## src/rtl/xbar_i2c_pkg.sv

```systemverilog
package xbar_i2c_pkg;

  // strobes from the bus control to the register datapath
  typedef struct packed {
    logic shiftBit;   // take sdaBit into the receive shifter
    logic loadPtr;    // received byte becomes the register pointer
    logic writeReg;   // received byte is written at the pointer, pointer advances
  } ctrlStrobe_t;

  typedef enum logic [2:0] {
    ST_IDLE,
    ST_ADDR,
    ST_PTR,
    ST_DATA,
    ST_SKIP
  } busState_t;

endpackage

```

## src/rtl/xbar_i2c_ctrl.sv

```systemverilog
module xbar_i2c_ctrl
  import xbar_i2c_pkg::*;
#(
  parameter logic [7:0] BASE_BYTE = 8'h06,
  parameter int         SYNC_STAGES = 2
) (
  input  logic        clk,
  input  logic        rstN,
  input  logic        sclIn,
  input  logic        sdaIn,
  input  logic [1:0]  strapAddr,
  input  logic [7:0]  rxByte,
  output ctrlStrobe_t strobe,
  output logic        sdaBit,
  output logic        sdaPullLow
);

  localparam int BIT_W = 4;
  localparam logic [BIT_W-1:0] LAST_BIT = BIT_W'(8);

  logic [SYNC_STAGES-1:0] sclSync, sdaSync;
  logic sclS, sdaS, sclPrev, sdaPrev;
  logic startDet, stopDet, sclRise, sclFall;
  busState_t state;
  logic [BIT_W-1:0] bitCnt;
  logic ackPhase;
  logic active, byteDone, addrOk, accept;

  always_ff @(posedge clk or negedge rstN) begin
    if (!rstN) begin
      sclSync <= '1;
      sdaSync <= '1;
      sclPrev <= 1'b1;
      sdaPrev <= 1'b1;
    end else begin
      sclSync <= {sclSync[SYNC_STAGES-2:0], sclIn};
      sdaSync <= {sdaSync[SYNC_STAGES-2:0], sdaIn};
      sclPrev <= sclS;
      sdaPrev <= sdaS;
    end
  end

  assign sclS     = sclSync[SYNC_STAGES-1];
  assign sdaS     = sdaSync[SYNC_STAGES-1];
  assign startDet = sclS && sclPrev && sdaPrev && !sdaS;
  assign stopDet  = sclS && sclPrev && !sdaPrev && sdaS;
  assign sclRise  = sclS && !sclPrev;
  assign sclFall  = !sclS && sclPrev;
  assign sdaBit   = sdaS;

  assign active   = (state == ST_ADDR) || (state == ST_PTR) || (state == ST_DATA);
  assign byteDone = active && sclFall && !ackPhase && (bitCnt == LAST_BIT);
  assign addrOk   = (rxByte == {strapAddr, BASE_BYTE[5:0]});
  assign accept   = (state == ST_ADDR) ? addrOk : 1'b1;

  always_comb begin
    strobe          = '0;
    strobe.shiftBit = active && sclRise && !ackPhase && (bitCnt < LAST_BIT);
    strobe.loadPtr  = byteDone && (state == ST_PTR);
    strobe.writeReg = byteDone && (state == ST_DATA);
  end

  always_ff @(posedge clk or negedge rstN) begin
    if (!rstN) begin
      state      <= ST_IDLE;
      bitCnt     <= '0;
      ackPhase   <= 1'b0;
      sdaPullLow <= 1'b0;
    end else if (startDet) begin
      state      <= ST_ADDR;
      bitCnt     <= '0;
      ackPhase   <= 1'b0;
      sdaPullLow <= 1'b0;
    end else if (stopDet) begin
      state      <= ST_IDLE;
      bitCnt     <= '0;
      ackPhase   <= 1'b0;
      sdaPullLow <= 1'b0;
    end else if (active) begin
      if (strobe.shiftBit) bitCnt <= bitCnt + BIT_W'(1);
      if (sclFall) begin
        if (ackPhase) begin
          ackPhase   <= 1'b0;
          sdaPullLow <= 1'b0;
          bitCnt     <= '0;
          state      <= (state == ST_ADDR) ? ST_PTR : ST_DATA;
        end else if (byteDone) begin
          if (accept) begin
            ackPhase   <= 1'b1;
            sdaPullLow <= 1'b1;
          end else begin
            state <= ST_SKIP;
          end
        end
      end
    end
  end

endmodule

```

## src/rtl/xbar_i2c_regs.sv

```systemverilog
module xbar_i2c_regs
  import xbar_i2c_pkg::*;
#(
  parameter int NUM_IN  = 8,
  parameter int NUM_OUT = 6
) (
  input  logic                    clk,
  input  logic                    rstN,
  input  ctrlStrobe_t             strobe,
  input  logic                    sdaBit,
  output logic [7:0]              rxByte,
  output logic [NUM_OUT*4-1:0]    inSel,
  output logic [NUM_OUT-1:0]      outEn,
  output logic [NUM_IN-1:0]       clampSel,
  output logic [NUM_OUT-1:0]      gainUnity
);

  localparam int SEL_W        = 4;
  localparam int NUM_SEL_REGS = (NUM_OUT + 1) / 2;
  localparam int CLAMP_IDX    = NUM_SEL_REGS;
  localparam int GAIN_IDX     = NUM_SEL_REGS + 1;

  logic [7:0]          shiftReg;
  logic [7:0]          ptr;
  logic [7:0]          selRegs [NUM_SEL_REGS];
  logic [NUM_IN-1:0]   clampReg;
  logic [NUM_OUT-1:0]  gainReg;

  always_ff @(posedge clk or negedge rstN) begin
    if (!rstN) begin
      shiftReg <= '0;
      ptr      <= '0;
      selRegs  <= '{default: '0};
      clampReg <= '0;
      gainReg  <= '0;
    end else begin
      if (strobe.shiftBit) shiftReg <= {shiftReg[6:0], sdaBit};
      if (strobe.loadPtr)  ptr <= shiftReg;
      if (strobe.writeReg) begin
        ptr <= ptr + 8'd1;
        for (int r = 0; r < NUM_SEL_REGS; r++) begin
          if (ptr == 8'(r)) selRegs[r] <= shiftReg;
        end
        if (ptr == 8'(CLAMP_IDX)) clampReg <= shiftReg[NUM_IN-1:0];
        if (ptr == 8'(GAIN_IDX))  gainReg  <= shiftReg[NUM_OUT-1:0];
      end
    end
  end

  assign rxByte = shiftReg;

  for (genvar o = 0; o < NUM_OUT; o++) begin : g_out
    logic [SEL_W-1:0] selCode;
    assign selCode                 = selRegs[o/2][(o%2)*SEL_W +: SEL_W];
    assign inSel[o*SEL_W +: SEL_W] = selCode;
    assign outEn[o]                = (selCode != '0);
  end

  assign clampSel  = clampReg;
  assign gainUnity = gainReg;

endmodule

```

## src/rtl/xbar_i2c_cfg.sv

```systemverilog
module xbar_i2c_cfg
  import xbar_i2c_pkg::*;
#(
  parameter int         NUM_IN    = 8,
  parameter int         NUM_OUT   = 6,
  parameter logic [7:0] BASE_BYTE = 8'h06
) (
  input  logic                  clk,
  input  logic                  rstN,
  input  logic                  sclIn,
  input  logic                  sdaIn,
  input  logic [1:0]            strapAddr,
  output logic                  sdaPullLow,
  output logic [NUM_OUT*4-1:0]  inSel,
  output logic [NUM_OUT-1:0]    outEn,
  output logic [NUM_IN-1:0]     clampSel,
  output logic [NUM_OUT-1:0]    gainUnity
);

  ctrlStrobe_t strobe;
  logic        sdaBit;
  logic [7:0]  rxByte;

  xbar_i2c_ctrl #(.BASE_BYTE(BASE_BYTE), .SYNC_STAGES(2)) u_ctrl (
    .clk        (clk),
    .rstN       (rstN),
    .sclIn      (sclIn),
    .sdaIn      (sdaIn),
    .strapAddr  (strapAddr),
    .rxByte     (rxByte),
    .strobe     (strobe),
    .sdaBit     (sdaBit),
    .sdaPullLow (sdaPullLow)
  );

  xbar_i2c_regs #(.NUM_IN(NUM_IN), .NUM_OUT(NUM_OUT)) u_regs (
    .clk       (clk),
    .rstN      (rstN),
    .strobe    (strobe),
    .sdaBit    (sdaBit),
    .rxByte    (rxByte),
    .inSel     (inSel),
    .outEn     (outEn),
    .clampSel  (clampSel),
    .gainUnity (gainUnity)
  );

endmodule

```

## config.mk

```make
export PLATFORM = sky130hd
export DESIGN_NAME = xbar_i2c_cfg
export DESIGN_NICKNAME = d
export VERILOG_FILES = /design/src/rtl/xbar_i2c_pkg.sv /design/src/rtl/xbar_i2c_ctrl.sv /design/src/rtl/xbar_i2c_regs.sv /design/src/rtl/xbar_i2c_cfg.sv
export SDC_FILE = /design/constraint.sdc
export NUM_CORES = 1
export LEC_CHECK = 0
export ABC_CLOCK_PERIOD_IN_PS = 4200
export BUFFER_PORTS_ARGS = -buffer_cell sky130_fd_sc_hd__buf_2
export CAP_MARGIN = 20
export CORE_ASPECT_RATIO = 0.75
export CORE_UTILIZATION = 50
export CTS_CLUSTER_DIAMETER = 40
export DETAILED_ROUTE_END_ITERATION = 12
export MAX_ROUTING_LAYER = met4
export PLACE_DENSITY = 0.72
export SLEW_MARGIN = 25
export SYNTH_ARGS = -nofsm -noshare
export SYNTH_HDL_FRONTEND = slang
export SYNTH_SLANG_ARGS = --single-unit
```

## constraint.sdc

```tcl
create_clock -name clk -period 4.2 [get_ports clk]
set_clock_uncertainty 0.2 [all_clocks]
set_input_delay 0.21 -clock clk [delete_from_list [all_inputs] [get_ports clk]]
set_output_delay 0.21 -clock clk [all_outputs]
set_load 0.02 [all_outputs]
```

Word-level counts from Yosys, hierarchy flattened
Index checks and enable logic that the tools add are counted.

cells by class
  add/subtract/negate cells = 2
  magnitude comparators = 1
  eq/ne operators = 10
  multiplexer cells = 31
  reductions and logical operators = 42

operator list
  operator               count
  $reduce_bool A4 Y1     8
  $mux W4                6
  $mux W3                7
  $eq A8 B2 Y1 const B   2
  $mux W1                16
  $mux W8                2
  $logic_and A1 B1 Y1    15
  $reduce_and A2 Y1      6
  $add A8 B1 Y8 const B  1
  $eq A8 B1 Y1 const B   1
  $eq A8 B3 Y1 const B   1
  $eq A8 B8 Y1           1
  $logic_not A8 Y1       1
  $reduce_and A4 Y1      2
  $eq A3 B2 Y1 const B   2
  $reduce_bool A3 Y1     2
  $logic_not A1 Y1       5
  $add A4 B1 Y4 const B  1
  $eq A4 B4 Y1 const B   1
  $lt A4 B4 Y1 const B   1
  $ne A4 B1 Y1 const B   1
  $eq A3 B1 Y1 const B   1
  $logic_or A1 B1 Y1     2
  $reduce_bool A2 Y1     1

storage, ports and cells
  flip-flop bits (word level) = 69
  word-level logic and storage cells = 101

Depth between registers and ports, before layout
Gate-level depths: netlist of run 1.

  depth after elaboration = 12
  gate-level depth with buffers = 7
  mapped depth without buffers = 6

By module
From an unflattened synthesis of run 1, not the netlist that was laid out.

unflattened totals
  cell total of the unflattened synthesis = 236
  area total of the unflattened synthesis = 3,121.7 µm²

modules (own cells, without submodules)
  module         times used  cells an instance  area each (µm²)  sequential area each (µm²)
  xbar_i2c_regs  1           164                2,334.7          1,351.3
  xbar_i2c_ctrl  1           72                 787.0            382.9

Worst setup path before layout of run 1
Ideal clock, no wire load.

  path kind = register to register
  from = register u_ctrl.bitCnt[0]
  to = register u_regs.clampReg[0] (netlist: u_regs.clampSel[0])
  library setup time = 125 ps
  arrival time = 1,926 ps
  slack = 1,949 ps
  cell stages (with the launch flop) = 7
  cells stage by stage = dfrtp_1 inv_1 ha_1 and4bb_1 nand4_4 nor4_4 mux2_2

between the ends
  word-level cells in the longest chain between the ends = 4

ends and longest elaborated chain
  what                         RTL line             RTL
  start: declaration           xbar_i2c_ctrl.sv:25  logic [BIT_W-1:0] bitCnt;
  start signal: assignment     xbar_i2c_ctrl.sv:80  if (strobe.shiftBit) bitCnt <= bitCnt + BIT_W'(1);
  $eq A4 B4 Y1                 xbar_i2c_ctrl.sv:52  assign byteDone = active && sclFall && !ackPhase && (bitCnt == LAST_BIT);
  $logic_and A1 B1 Y1          xbar_i2c_ctrl.sv:52
  $logic_and A1 B1 Y1          xbar_i2c_ctrl.sv:60  strobe.writeReg = byteDone && (state == ST_DATA);
  $reduce_and A2 Y1 (no line)  n/a
  end signal: assignment       xbar_i2c_regs.sv:44  if (ptr == 8'(CLAMP_IDX)) clampReg <= shiftReg[NUM_IN-1:0];
  end: declaration             xbar_i2c_regs.sv:26  logic [NUM_IN-1:0] clampReg;

Every way passes these cells.
A chain may end at the register's enable or synchronous reset.

Final worst setup path of run 1
  from = register u_ctrl.bitCnt[0]
  to = register u_regs.selRegs, in the netlist u_regs.inSel[0]

between the ends
  word-level cells in the longest chain between the ends = 4

ends and longest elaborated chain
  what                            RTL line             RTL
  $eq A4 B4 Y1                    xbar_i2c_ctrl.sv:52
  $logic_and A1 B1 Y1             xbar_i2c_ctrl.sv:52
  $logic_and A1 B1 Y1             xbar_i2c_ctrl.sv:60
  $reduce_and A2 Y1 (no line)     n/a
  end signal: indexed assignment  xbar_i2c_regs.sv:42  if (ptr == 8'(r)) selRegs[r] <= shiftReg;
  end: declaration                xbar_i2c_regs.sv:25  logic [7:0] selRegs [NUM_SEL_REGS];

Every way passes these cells.

==> results of run 1 <==
-- stage by stage --
stage                     instances  util, %  hold WS (ns)
final                           383     62.2         0.157
after global routing            383     62.2         0.159
after CTS                       383     62.1         0.157
after detailed placement        365     58.6         0.116
after global placement          365     58.6         0.115
after floorplan                 240        -        -0.286
-- how the worst max path moves through the flow --
stage                      from            endpoint  slack [ns]
3_5_place_dp   u_ctrl.bitCnt[0]     u_regs.inSel[1]        1.68
2_1_floorplan  u_ctrl.bitCnt[0]  u_regs.clampSel[0]        1.95
6_report       u_ctrl.bitCnt[0]     u_regs.inSel[0]        1.67
3_3_place_gp   u_ctrl.bitCnt[0]     u_regs.inSel[0]        1.70
4_1_cts        u_ctrl.bitCnt[0]     u_regs.inSel[0]        1.66
5_1_grt        u_ctrl.bitCnt[0]     u_regs.inSel[0]        1.54
-- state kept, by name, indices dropped and copies added, names as in the netlist --
register	count
u_regs.ptr	8
u_ctrl.sdaSync	2
u_regs.inSel	24
u_ctrl.sdaPrev	1
u_regs.gainUnity	6
u_ctrl.sclSync	2
u_ctrl.sclPrev	1
u_ctrl.ackPhase	1
u_ctrl.bitCnt	4
u_ctrl.sdaPullLow	1
u_regs.rxByte	8
u_regs.clampSel	8
u_ctrl.state	3
-- layer usage --
metal | up-vias | share of wire [%] | track usage (%) | routed length, um
li1 | 1014 | - | - | -
met1 | 1098 | 50 | 31.8 | 3160
met2 | 53 | 45 | 31.5 | 2820
met3 | 7 | 4.0 | 5.66 | 253
met4 | 0 | 0.94 | 7.69 | 59
met5 | - | 0 | - | 0
-- critical path, delay by kind of cell (launching register included) --
kind          cells  cell delay [ns]
simple gates      3             1.19
mux               1             0.41
buf+inv           1             0.07
fa+ha+maj         1             0.12
flops             1             0.42
-- synth_stat cells, types with 3 or more instances --
cell type / instances
nand3_1: 3
nand2_1: 9
or4_1: 6
nand4_1: 7
nor4_4: 3
nor2_1: 10
o21ai_0: 9
inv_1: 11
dfrtp_1: 63
a221oi_1: 6
mux2i_1: 3
mux2_2: 45
clkbuf_1: 4
o21bai_1: 3
dfstp_2: 6
nor3_1: 7
ha_1: 6
xnor2_1: 5
-- area by class of cell --
class | count | share of cell area, %
clock inverters | 5 | 1.43
multi-input cells | 155 | 36.1
well taps | 78 | 2.65
flip-flops and latches | 69 | 47.1
clock buffers | 10 | 3.47
inverters | 11 | 1.12
repair buffers | 55 | 8.10
-- cells by family (layout without fill, tap and decap cells) --
logic type,after synthesis,in the layout,synth area share (%)
DFF,69,69,55.5
and+or+nand+nor,64,64,14.1
muxes,49,49,17.5
AOI/OAI and AO/OA,31,31,7.09
buffers and inverters,16,81,1.96
adders and majority gates,6,6,2.40
xor gates and xnor gates,5,5,1.40
-- what timing repair did --
action | in CTS | in global routing
hold buffers | 3 | 0
buffers inserted | 0 | 0
hold endpoints to repair | 40 | 0
-- power breakdown --
group / total (mW) / switching (mW) / internal [mW] / leakage (nW)
clock network: 0.514 / 0.246 / 0.268 / 0.0919
logic: 0.185 / 0.0868 / 0.0979 / 0.831
registers: 0.875 / 0.153 / 0.722 / 0.925
total: 1.57 / 0.486 / 1.09 / 1.85
==> reports/results.ini, run 1 <==
[run_status]
status=complete, no violations

[synth]
synth_cells=240
yosys_register_bits=69
ys.flop_type=dfrtp_1
synth_area_leader_cell=dfrtp_1
syn_area_sq_um=3120
synth_warnings=0
yosysUniqueCellTypes=43
synth_area_per_cell_sq_um=13.0
ys_top_cells_by_area=dfrtp_1 50%, mux2_2 16%, dfstp_2 5.0%
synth_edf_count=0
synth_top_area_share_pct=50.5
syn_nets=252
synth-async-reset-ratio_pct=100
ys_seq_area_share_pct=55.5

[clocking]
cts_made_buffers=9
cts.sinks=69
clockBufferDepth=2
htreeDepth=3
cts.clk_slew.worst_paths_ns=0.07
worst_skew_pair.late_latency_ns=0.34
tritoncts=yes
cts-root-buf=clkbuf_8
cts_resized=0

[route]
drt_wl_total_mm=6.30
ant_nets=0
drtIter0Drc=111
routed_via_density=5.67
drtPass1Iterations=4
vias=2172
wl_per_cell_um=16.4
remaining_drc_errors=0

[power]
ir_worst_vdd_uv=351
cellPowerDensity_nw_per_um2=428
p_total_mw=1.57
p_leak_nw=1.85

[worst_setup_path]
reg2reg_from=u_ctrl.bitCnt[0]
worstSetupPathType=reg -> reg
slowest_stage=nor3_2
end_kind=flip-flop
r2r_setup_slack_ns=1.67
required_ns=4.23
start_kind=flip-flop
arrival_ns=2.56
path_cells=inv_1 -> ha_1 -> and4bb_1 -> nand4_4 -> nor3_2 -> mux2_2
rr_endpoint=u_regs.inSel[0]
r2r_cells=6
slowest_delay_ns=0.70
cp_max_fo=8

[cells_and_area]
syn_to_final_growth_pct=17.8
layout_commonest_cell=dfrtp_1
fill_cells=486
multiInputGateArea_sq_um=1330
insertedDiodeCount=0
design_area_sq_um=3680
regArea_sq_um=1730
drive_gt1_share_pct=42.0
layout_common_cells=63 x dfrtp_1, 49 x buf_2, 45 x mux2_2
final_nets=313

[sta]
setup_violations=0
slew_headroom_pct=46.2
fmax_mhz=395
hold_violations=0
tns_ns=0
slew_violations=0
post-route-min-period_ns=2.53
rsz0062_at_grt=no
setup_slack_ns=1.67
tightest_slew_ns=0.804
fin_crit_sh_pct=60.3

[global_route]
grt_antenna_before_repair=0
grt_pass1_wl_mm=10.7
grt_max_degree=46
grt_overflow_total=0
grtUsageTotal_pct=22.4
grt_pass1_vias=2063

[floorplan]
die_h_um=70.4
dieArea_sq_um=6570
fp.coreArea_sq_um=5920
die_w_um=93.3
start_util_pct=52.8
num_rows=24
top_level_ports=51

[job]
cap_viol_max_count=0

[place]
dp_hpwl_mm=4.20
pre_cts_ws_ns=1.68
numPortBuffers=50
place_area_sq_um=3470
gp_congestion=0.882

[hold_path]
hold_depth=0
whs_endpoint=u_ctrl.sdaSync[1]
hold_path_class=reg -> reg
hp-start=u_ctrl.sdaSync[0]

Note: power is estimated with default switching activity, not from simulation.
==> run 2: changes to the inputs <==
--- a/config.mk
+++ b/config.mk
@@ -5,7 +5,7 @@
 export SDC_FILE = /design/constraint.sdc
 export NUM_CORES = 1
 export LEC_CHECK = 0
-export ABC_CLOCK_PERIOD_IN_PS = 4200
+export ABC_CLOCK_PERIOD_IN_PS = 2400
 export BUFFER_PORTS_ARGS = -buffer_cell sky130_fd_sc_hd__buf_2
 export CAP_MARGIN = 20
 export CORE_ASPECT_RATIO = 0.75
==> constraint.sdc (replaced) <==
create_clock -name clk -period 2.4 [get_ports clk]
set_clock_uncertainty 0.2 [all_clocks]
set_input_delay 0.12 -clock clk [delete_from_list [all_inputs] [get_ports clk]]
set_output_delay 0.12 -clock clk [all_outputs]
set_load 0.02 [all_outputs]
==> reports/results.ini, run 2 (synthesized netlist as in run 1, its figures left out) <==
[run_status]
status=complete, no violations

[clocking]
cts-root-buf=clkbuf_8
worst_skew_pair.late_latency_ns=0.35  ; about the same
cts.clk_slew.worst_paths_ns=0.07  ; about the same
tritoncts=yes
htreeDepth=3  ; unchanged
cts.sinks=69  ; unchanged
clockBufferDepth=2  ; unchanged
cts_made_buffers=9  ; unchanged
cts_setup_buffers=0  ; unchanged

[floorplan]
die_w_um=93.3  ; unchanged
start_util_pct=52.8  ; unchanged
fp.coreArea_sq_um=5920  ; unchanged
num_rows=24  ; unchanged
die_h_um=70.4  ; unchanged
dieArea_sq_um=6570  ; unchanged
top_level_ports=51  ; unchanged

[sta]
slew_headroom_pct=56.3  ; +10 points
setup_slack_ns=0.120  ; -1.55 ns
rsz0062_at_grt=no
tightest_slew_ns=0.656  ; -0.149 ns
hold_violations=0  ; unchanged
setup_violations=0  ; unchanged
fin_crit_sh_pct=95.0  ; +35 points
fmax_mhz=439  ; +11%
slew_violations=0  ; unchanged
post-route-min-period_ns=2.28  ; -0.254 ns
tns_ns=0  ; unchanged

[route]
drt_wl_total_mm=6.66  ; +5.7%
drtIter0Drc=87  ; -22%
vias=2195  ; +1.1%
drtPass1Iterations=4  ; unchanged
routed_via_density=5.59  ; -1.5%
wl_per_cell_um=16.9  ; +3.0%
ant_nets=0  ; unchanged
remaining_drc_errors=0  ; unchanged

[place]
dp_hpwl_mm=4.59  ; +9.4%
numPortBuffers=50  ; unchanged
gp_congestion=0.808  ; -8.4%
pre_cts_ws_ns=0.0706  ; -1.61 ns

[worst_setup_path]
start_kind=flip-flop
worstSetupPathType=reg -> reg
required_ns=2.43  ; -1.80 ns
end_kind=flip-flop
arrival_ns=2.31  ; -0.25 ns
cp_max_fo=8  ; unchanged

[cells_and_area]
layout_commonest_cell=dfrtp_1
syn_to_final_growth_pct=21.9
layout_common_cells=63 x dfrtp_1, 50 x buf_2, 45 x mux2_2
insertedDiodeCount=0  ; unchanged
post-route-util_pct=64.3  ; +2.2 points
largest_register_ffs=24  ; unchanged
final_nets=322  ; +2.9%
drive_gt1_share_pct=44.4  ; +2.5 points

[power]
p_total_mw=2.90  ; +84%
cellPowerDensity_nw_per_um2=763  ; +78%
ir_worst_vdd_uv=473  ; +35%
p_leak_nw=1.91  ; +3.4%

[job]
cap_viol_max_count=0  ; unchanged

[global_route]
grt_overflow_total=0  ; unchanged
grt_antenna_before_repair=0  ; unchanged
grt_pass1_wl_mm=11.0  ; +2.7%
grt_pass1_vias=2164  ; +4.9%
grtUsageTotal_pct=23.1  ; +0.66 points
grt_max_degree=44  ; -4.3%

[hold_path]
hold_path_class=in -> async

## run 2: cell types whose count changed in the layout (fill, tap and decap cells not counted), moves of 3 or more
cell,change
buf_4,+4
buf_6,+3
clkbuf_8,+3
clkinv_2,-3
## run 2: layout make-up
type	instances	area, sq um
inverter	11	41.3
fill	453	2110
tap	78	97.6
clock inverter	4	53.8
multi-input combinational	155	1330
clock buffer	12	165
sequential	69	1730
timing repair buffer	64	387
## run 2: final timing paths
check | from | to | slack [ns] | cells after the start
hold / removal | rstN | u_regs.inSel[13] | 0.14 | 2
setup / recovery | u_ctrl.bitCnt[0] | u_regs.inSel[10] | 0.12 | 7
max in group asynchronous | rstN | u_ctrl.bitCnt[1] | 1.20 | 3
setup reg to reg | u_ctrl.bitCnt[0] | u_regs.inSel[10] | 0.12 | 7
hold reg to reg | u_ctrl.sdaSync[0] | u_ctrl.sdaSync[1] | 0.16 | 0
min in group clk | u_ctrl.sdaSync[0] | u_ctrl.sdaSync[1] | 0.16 | 0
## run 2: worst max-delay path: stages, from the launching register on
cell and delay [ns]:
dfrtp_1 0.42, inv_1 0.08, ha_1 0.14, and4bb_2 0.29, nand4_4 0.20, nor4_4 0.33
buf_6 0.18, mux2_2 0.34
## run 2: stage by stage
stage               hold slack, ns  instances  instance area [sq um]
floorplan                   -0.376        240                   3120
global placement           -0.0149        374                   3550
detailed placement         -0.0176        374                   3550
CTS                          0.144        393                   3790
global route                 0.163        393                   3810
finish                       0.137        393                   3810
## run 2: routing by layer
metal	GRT usage [%]	vias to the layer above	part of all wire [%]
met5	-	-	0
met4	6.15	0	1.2
met3	7.30	11	4.5
met2	33.7	58	44
met1	31.4	1094	50
li1	-	1032	-
## run 2: timing repair
item,4_1_cts,5_1_grt
hold buffers,3,0
resized for setup,0,4
setup endpoints to repair,0,24
hold endpoints to repair,28,0
## run 2: power by group
part / switching (mW) / internal, mW
combinational: 0.221 / 0.196
clock: 0.435 / 0.568
sequential: 0.218 / 1.26
total: 0.874 / 2.03
==> run 3: changes to the inputs <==
--- a/config.mk
+++ b/config.mk
@@ -5,6 +5,7 @@
 export SDC_FILE = /design/constraint.sdc
 export NUM_CORES = 1
 export LEC_CHECK = 0
+export ABC_AREA = 1
 export ABC_CLOCK_PERIOD_IN_PS = 2400
 export BUFFER_PORTS_ARGS = -buffer_cell sky130_fd_sc_hd__buf_2
 export CAP_MARGIN = 20
@@ -13,7 +14,8 @@
 export CTS_CLUSTER_DIAMETER = 40
 export DETAILED_ROUTE_END_ITERATION = 12
 export MAX_ROUTING_LAYER = met4
-export PLACE_DENSITY = 0.72
+export PLACE_DENSITY = 0.71
+export SKIP_CTS_REPAIR_TIMING = 1
 export SLEW_MARGIN = 25
 export SYNTH_ARGS = -nofsm -noshare
 export SYNTH_HDL_FRONTEND = slang
==> reports/results.ini, run 3 <==
[run_status]
status=complete, no violations

[synth]
synth-async-reset-ratio_pct=100  ; unchanged
ys_seq_area_share_pct=51.2  ; -4.3 points
synth_area_per_cell_sq_um=8.26  ; -37%
ys.flop_type=dfrtp_1
synth_area_leader_cell=dfrtp_1
syn_nets=422  ; +67%
synth_commonest_cells=128 x nand2_1, 63 x dfrtp_1, 46 x inv_1
synth_edf_count=0  ; unchanged
synth_warnings=0  ; unchanged
yosys_register_bits=69  ; unchanged
syn_area_sq_um=3390  ; +8.4%
yosysUniqueCellTypes=29  ; -33%
synth_top_area_share_pct=46.6  ; -3.9 points
synthMostInstantiatedCell=nand2_1
synth_cells=410  ; +71%
ys_top_cells_by_area=dfrtp_1 47%, nand2_1 14%, nand3_1 5.6%

[hold_path]
hold_path_class=in -> async

[floorplan]
dieArea_sq_um=7110  ; +8.2%
die_h_um=73.3  ; +4.0%
start_util_pct=52.8  ; about the same
die_w_um=97.0  ; +4.0%
top_level_ports=51  ; unchanged
fp.coreArea_sq_um=6410  ; +8.4%
num_rows=25  ; +4.2%

[sta]
fin_crit_sh_pct=86.1  ; -8.9 points
post-route-min-period_ns=2.07  ; -0.214 ns
hold_violations=0  ; unchanged
tightest_slew_ns=0.427  ; -0.228 ns
tns_ns=0  ; unchanged
slew_violations=0  ; unchanged
setup_violations=0  ; unchanged
slew_headroom_pct=71.5  ; +15 points
rsz0062_at_grt=no
setup_slack_ns=0.334  ; +0.214 ns
holdWs_ns=0.121  ; -0.0160 ns
fmax_mhz=484  ; +10%

[power]
cellPowerDensity_nw_per_um2=903  ; +18%
p_leak_nw=2.28  ; +20%
ir_worst_vdd_uv=386  ; -18%
p_total_mw=3.60  ; +24%

[worst_setup_path]
end_kind=flip-flop
reg2reg_from=u_ctrl.bitCnt[0]
worstSetupPathType=reg -> reg
arrival_ns=2.10  ; -0.21 ns
cp_max_fo=14  ; +6
critPathLaunch=u_ctrl.bitCnt[0]
required_ns=2.43  ; about the same
start_kind=flip-flop
r2r_setup_slack_ns=0.33  ; +0.21 ns

[clocking]
tritoncts=yes
cts.sinks=69  ; unchanged
worst_skew_pair.late_latency_ns=0.34  ; about the same
cts.clk_slew.worst_paths_ns=0.08  ; about the same
htreeDepth=3  ; unchanged
clockBufferDepth=2  ; unchanged
cts_made_buffers=9  ; unchanged
cts-root-buf=clkbuf_8

[place]
numPortBuffers=50  ; unchanged
pre_cts_ws_ns=0.342  ; +0.272 ns
gp_congestion=0.885  ; +9.6%
dp_hpwl_mm=4.98  ; +8.5%

[cells_and_area]
fill_cells=539  ; +19%
layout_common_cells=128 x nand2_1, 63 x dfrtp_1, 50 x buf_2
largest_register_ffs=24  ; unchanged
drive_gt1_share_pct=21.9  ; -23 points
final_nets=478  ; +48%
syn_to_final_growth_pct=17.8
insertedDiodeCount=0  ; unchanged
layout_commonest_cell=nand2_1

[job]
cap_viol_max_count=0  ; unchanged

[global_route]
grt_overflow_total=0  ; unchanged
grt_pass1_vias=2598  ; +20%
grt_pass1_wl_mm=12.4  ; +13%
grt_antenna_before_repair=0  ; unchanged
grtUsageTotal_pct=23.5  ; +0.42 points
grt_max_degree=70  ; +59%

[route]
vias=2825  ; +29%
drtPass1Iterations=4  ; unchanged
routed_via_density=5.12  ; -8.4%
remaining_drc_errors=0  ; unchanged
drt_wl_total_mm=7.27  ; +9.2%
ant_nets=0  ; unchanged
wl_per_cell_um=13.2  ; -22%
drtIter0Drc=206  ; +140%

[run 3: final cells by class]
type                    count  area, sq um  area share (%)
inverters                  48          180            4.52
multi-input cells         281         1390            34.9
well taps                  81          101            2.54
clock buffers              11          151            3.80
clock inverters             5          106            2.67
flip-flops and latches     69         1730            43.5
repair buffers             57          323            8.09
[run 3: critical path, cell delays in order, from the launching register on]
cell and delay (ns):
dfrtp_1 0.40, inv_1 0.09, ha_1 0.20, nand2_2 0.08, nor2_4 0.15, nand3_4 0.12
nor2_4 0.22, buf_4 0.25, nand2_4 0.10, nand2_1 0.09, nand2_1 0.04
[run 3: cell families after synthesis]
kind of cell / after synthesis / share of synthesized area [%]
flops: 69 / 51.2
xor+xnor: 1 / 0.259
compound gates: 54 / 9.20
fa+ha+maj: 6 / 2.22
simple gates: 220 / 29.5
buf+inv: 60 / 7.65
[run 3: routing by layer]
metal | routed length (um) | GRT usage, % | up-vias
li1 | - | - | 1419
met1 | 3610 | 31.9 | 1300
met2 | 3120 | 34.0 | 98
met3 | 465 | 5.71 | 8
met4 | 82 | 9.95 | 0
met5 | 0 | - | -
[run 3: path summary, 6_finish.rpt]
check | depth (start not counted) | end
min | 3 | u_regs.inSel[6]
min in group clk | 8 | u_ctrl.sdaPullLow
max | 10 | u_regs.clampSel[3]
max reg2reg | 10 | u_regs.clampSel[3]
max in group asynchronous | 3 | u_ctrl.sdaSync[1]
min reg2reg | 0 | u_ctrl.sclSync[1]
[run 3: power breakdown]
| group | switching [mW] | internal (mW) |
|---|---|---|
| registers | 0.239 | 1.33 |
| clock network | 0.447 | 0.749 |
| logic | 0.587 | 0.250 |
[run 3: stage by stage]
step / cells / area, sq um / util, %
finish: 552 / 3990 / 62.2
global route: 552 / 3990 / 62.2
CTS: 549 / 3960 / 61.7
detailed placement: 533 / 3700 / 57.7
global placement: 533 / 3700 / 57.7
floorplan: 410 / 3390 / -
